**src/rtl/prc_pkg.sv**
```systemverilog
package prc_pkg;
  localparam int NUM_RULES = 20;
  localparam int NUM_PORTS = 10;
  localparam int PAGE_W    = 12;
  localparam int ID_W      = 12;
  localparam int CFG_W     = 24;

  localparam int IDX_W     = $clog2(NUM_RULES);
  localparam int PORT_W    = $clog2(NUM_PORTS);
  localparam int PORT_SPAN = 1 << PORT_W;

  // Command word layout
  localparam int CMD_IDX_W      = 5;
  localparam int CMD_COMMIT_BIT = 5;
  localparam int CMD_FETCH_BIT  = 6;

  // Staging register widths
  localparam int WIN_W  = 2 * PAGE_W;
  localparam int IDR_W  = 2 * ID_W;
  localparam int ATTR_W = NUM_PORTS + 4;
  localparam int RULE_W = WIN_W + IDR_W + ATTR_W;

  typedef enum logic [2:0] {
    SEL_CMD  = 3'd0,
    SEL_WIN  = 3'd1,
    SEL_IDR  = 3'd2,
    SEL_ATTR = 3'd3,
    SEL_DEF  = 3'd4
  } cfg_sel_e;

  // Field order mirrors {window, id range, attributes} so that a rule is the
  // concatenation of the three staging registers.
  typedef struct packed {
    logic [PAGE_W-1:0]    page_hi;
    logic [PAGE_W-1:0]    page_lo;
    logic [ID_W-1:0]      id_hi;
    logic [ID_W-1:0]      id_lo;
    logic                 reject;
    logic [NUM_PORTS-1:0] port_mask;
    logic                 valid;
    logic                 allow_ns;
    logic                 allow_s;
  } rule_t;
endpackage

```
**src/rtl/prc_rule_bank.sv**
```systemverilog
module prc_rule_bank
  import prc_pkg::*;
(
  input  logic                 clk,
  input  logic                 rst_n,
  input  logic                 cfg_we,
  input  logic [2:0]           cfg_sel,
  input  logic [CFG_W-1:0]     cfg_wdata,
  output logic [CFG_W-1:0]     cfg_rdata,
  output rule_t                rules_o [NUM_RULES],
  output logic [NUM_PORTS-1:0] def_mask_o
);
  localparam logic [CMD_IDX_W-1:0] LAST_IDX = CMD_IDX_W'(NUM_RULES - 1);

  logic [WIN_W-1:0]     win_q;
  logic [IDR_W-1:0]     idr_q;
  logic [ATTR_W-1:0]    attr_q;
  logic [CMD_IDX_W-1:0] idx_q;
  logic [NUM_PORTS-1:0] def_q;
  rule_t                rules_q [NUM_RULES];

  logic [CMD_IDX_W-1:0] cmd_idx;
  logic                 cmd_in_range;
  logic                 cmd_commit;
  logic                 cmd_fetch;
  logic [IDX_W-1:0]     slot;

  always_comb begin
    cmd_idx      = cfg_wdata[CMD_IDX_W-1:0];
    cmd_in_range = (cmd_idx <= LAST_IDX);
    slot         = IDX_W'(cmd_idx);
    cmd_commit   = cfg_wdata[CMD_COMMIT_BIT] && cmd_in_range;
    cmd_fetch    = cfg_wdata[CMD_FETCH_BIT] && !cfg_wdata[CMD_COMMIT_BIT] && cmd_in_range;
  end

  always_ff @(posedge clk or negedge rst_n) begin
    if (!rst_n) begin
      win_q  <= '0;
      idr_q  <= '0;
      attr_q <= '0;
      idx_q  <= '0;
      def_q  <= '0;
      for (int i = 0; i < NUM_RULES; i++) rules_q[i] <= '0;
    end else if (cfg_we) begin
      case (cfg_sel_e'(cfg_sel))
        SEL_CMD: begin
          idx_q <= cmd_idx;
          if (cmd_commit)
            rules_q[slot] <= rule_t'({win_q, idr_q, attr_q});
          else if (cmd_fetch)
            {win_q, idr_q, attr_q} <= RULE_W'(rules_q[slot]);
        end
        SEL_WIN:  win_q  <= cfg_wdata[WIN_W-1:0];
        SEL_IDR:  idr_q  <= cfg_wdata[IDR_W-1:0];
        SEL_ATTR: attr_q <= cfg_wdata[ATTR_W-1:0];
        SEL_DEF:  def_q  <= cfg_wdata[NUM_PORTS-1:0];
        default: ;
      endcase
    end
  end

  always_comb begin
    case (cfg_sel_e'(cfg_sel))
      SEL_CMD:  cfg_rdata = CFG_W'(idx_q);
      SEL_WIN:  cfg_rdata = CFG_W'(win_q);
      SEL_IDR:  cfg_rdata = CFG_W'(idr_q);
      SEL_ATTR: cfg_rdata = CFG_W'(attr_q);
      SEL_DEF:  cfg_rdata = CFG_W'(def_q);
      default:  cfg_rdata = '0;
    endcase
  end

  assign rules_o    = rules_q;
  assign def_mask_o = def_q;
endmodule

```
**config.mk**
```make
export PLATFORM = sky130hd
export DESIGN_NAME = prc_rule_bank
export DESIGN_NICKNAME = d
export VERILOG_FILES = /design/src/rtl/prc_pkg.sv /design/src/rtl/prc_rule_bank.sv
export SDC_FILE = /design/constraint.sdc
export NUM_CORES = 2
export LEC_CHECK = 0
export ABC_AREA = 0
export BUFFER_PORTS_ARGS = -buffer_cell sky130_fd_sc_hd__clkbuf_2
export CORE_AREA = 3 3 511 513
export DETAILED_ROUTE_END_ITERATION = 6
export DIE_AREA = 0 0 514 516
export PLACE_DENSITY_LB_ADDON = 0.1
export SYNTH_ARGS = -nofsm -noshare
export SYNTH_HDL_FRONTEND = slang
export SYNTH_SLANG_ARGS = --single-unit
```
**constraint.sdc**
```tcl
create_clock -name clk -period 5.8 [get_ports clk]
set_clock_uncertainty 0.2 [all_clocks]
set_input_delay 1.16 -clock clk [delete_from_list [all_inputs] [get_ports clk]]
set_output_delay 1.16 -clock clk [all_outputs]
set_load 0.005 [all_outputs]
```
==> flow_summary.toml <==
[power]
comb_power_share_pct = 5.5
ir_drop_uv = 262
power_density_nw_per_um2 = 285
p_sw_share_pct = 26.4
p_leak_nw = 39.5
switchingPower_mw = 5.74
seq_power_share_pct = 44.6
p_clk_share_pct = 49.9
fin_total_pwr_mw = 21.8
power.internal_mw = 16.0

[synth]
muxShareOfSynthArea_pct = 34.0
yosysSeqAreaShare_pct = 54.8
yosysTopAreaCellShare_pct = 54.8
syn-num-nets = 4392
ys_seq_elements = 1317
ys_top_cells_by_area = "dfrtp_1 55%, mux2_2 22%, mux2i_1 10%"
synth_fa_ha_area_share_pct = 0
synthArstFlopShare_pct = 100
synth-edff-count = 0
synth_commonest_cells = "1317 x dfrtp_1, 1176 x mux2_2, 620 x mux2i_1, 315 x o22ai_1, 224 x clkbuf_1"
yosysTopAreaCell = "dfrtp_1"
ys.flop_type = "dfrtp_1"
synthSimpleGateAreaFrac_pct = 3.03
synth-compound-area-share_pct = 4.53
yosys_warnings = 0
synth_cell_types = 39
synth_area_per_cell_um2 = 13.8
synth_xor_area_share_pct = 0
synth_top_family_by_area = "multiplexers"
netlist_instances = 4362
synth.most_common_cell = "dfrtp_1"
netlist_area_um2 = 60200

[sta]
hold_viol = 0
setup_tns_ns = 0
fin_crit_sh_pct = 84.1
slew_violations = 0
worstMarginPinSlew_ns = 1.28
min_period_ns = 4.88
setup_viol_count_final = 0
maxSlewHeadroom_pct = 14.4
grt_setup_unrepaired = "no"
finalWorstSetupSlack_ns = 0.920
fmax_mhz = 205

[global_route]
grt_max_degree = 134
grt_overflow = 0
antenna_found_initial = 26
grt_pass1_wl_um = 462000
grt_pass1_vias = 45900
grt_use_total_pct = 25.7

[critical_path]
cp_common_cell = "clkbuf_2"
critPathTopFamily = "simple AND/OR/NAND/NOR gates"
cp_data_arrival_time_ns = 3.52
crit_chain = "clkbuf_2, nor2b_1, nor2b_4, a22oi_1, nand2_1, clkbuf_2"
path_buf_inv = 2
cp_data_required_time_ns = 4.44
crit_type = "input pin to output pin"
cp-start-kind = "input pin"
cpMaxStageDelayCell = "nor2b_4"
critPathMaxStageDelay_ns = 0.58
worst-path-max-fanout = 15
end_kind = "output pin"

[clocking]
cts_tree = "yes"
clock-root-buffer = "clkbuf_16"
insertion_delay_ns = 0.85
clk_path_buf_depth = 3
cts_setup_buffers = 0
path_clk_slew_ns = 0.05
cts_buffers = 168
h-tree-depth = 4
cts_resized = 0
cts.sinks = 1317
postCtsHoldBufs = 0

[cells_and_area]
fillCellCount = 26400
nets = 5595
drive_gt1_share_pct = 51.7
area_growth_pct = 27.0
final_util_pct = 29.8

[detailed_routing]
vias = 45100
vias_per_cell = 4.96
ant_nets = 0
drcViolationCount = 0
avgRoutedWirePerCell_um = 38.7
dr.pass1.iters = 5
drtIter0Drc = 2947
drt-total-wl_um = 351000

[die]
core_um2 = 257000
die_area_um2 = 265000
die_h_um = 516
die_w_um = 514
start_util_pct = 23.4
ios = 1304
placementRows = 186

[placed_design]
port_buffers = 1303
place.gp.congestion = 0.824
dp_hpwl_um = 246000
pre_cts_ws_ns = 0.795

[worst_hold_path]
min_path_type = "input pin to async pin"

[job]
cap_violations = 0

[outcome]
status = "finished, final reports clean"
flip-flops by register name (all words and copies together) (netlist names):
signal	cells
idr_q	24
rules_o	1240
win_q	24
def_mask_o	10
idx_q	5
attr_q	14
routing by layer:
| metal | vias to the layer above | GRT usage, % | routed length [um] |
|---|---|---|---|
| met2 | 1581 | 44.0 | 172000 |
| met5 | - | 0 | 45 |
| li1 | 18500 | - | - |
| met1 | 24600 | 31.7 | 145000 |
| met3 | 344 | 7.12 | 24600 |
| met4 | 6 | 6.70 | 9380 |
path summary, 6_finish.rpt:
check | slack [ns] | from | endpoint | depth (start not counted)
worst max-delay path | 0.92 | cfg_sel[0] | cfg_rdata[6] | 6
max in group asynchronous | 3.77 | rst_n | rules_o[805] | 2
worst min register to register | 0.27 | win_q[1] | win_q[1] | 2
worst min-delay path | 0.10 | rst_n | rules_o[606] | 1
min in group clk | 0.27 | win_q[1] | win_q[1] | 2
worst max register to register | 3.00 | rules_o[261] | attr_q[13] | 5
placed cells by master (no fill, tap or decap), types with 62 or more instances in the layout:
master,count
o31ai_1,62
dfrtp_1,1315
nor2_1,70
clkbuf_2,1301
mux2i_1,620
o22ai_1,315
clkbuf_16,172
nor4_1,62
mux2_2,1176
nand2_1,69
buf_4,105
mux2_1,88
or3_1,62
final cells by class:
type | count | area (um2) | share of cell area (%)
antenna | 9 | 22.5 | 0.0295
clock buffer | 251 | 4970 | 6.50
clock inverter | 49 | 656 | 0.858
multi-input combinational | 2615 | 25200 | 32.9
sequential | 1317 | 33000 | 43.1
tap | 3384 | 4230 | 5.54
timing repair buffer | 1463 | 8440 | 11.0
power groups by stage:
stage	combinational, mW	clock (mW)	sequential, mW
5_1_grt	1.28	11.5	9.72
2_1_floorplan	0.596	0	9.55
4_1_cts	1.25	11.2	9.70
3_3_place_gp	1.24	0	9.87
3_5_place_dp	1.24	0	9.87
6_report	1.20	10.9	9.70
logic make-up after synthesis:
| logic type | Yosys count |
|---|---|
| AOI/OAI and AO/OA | 415 |
| buffers and inverters | 430 |
| DFF | 1317 |
| muxes | 1884 |
| and+or+nand+nor | 316 |
worst reg2reg max path, cell delays in order, from the launching register on:
cell and delay, ns:
dfrtp_1 0.40, mux2i_1 0.52, o22ai_1 0.16, or3_1 0.48, nor4_1 0.72, o31ai_1 0.16
stage by stage:
stage | hold slack (ns) | area, um2 | cells
finish | 0.101 | 76400 | 9088
global route | 0.110 | 76400 | 9084
CTS | 0.107 | 76400 | 9079
detailed placement | 0.267 | 70800 | 8779
global placement | 0.279 | 70800 | 8779
floorplan | 0.281 | 60200 | 4362
(Power assumes the default switching activity.)
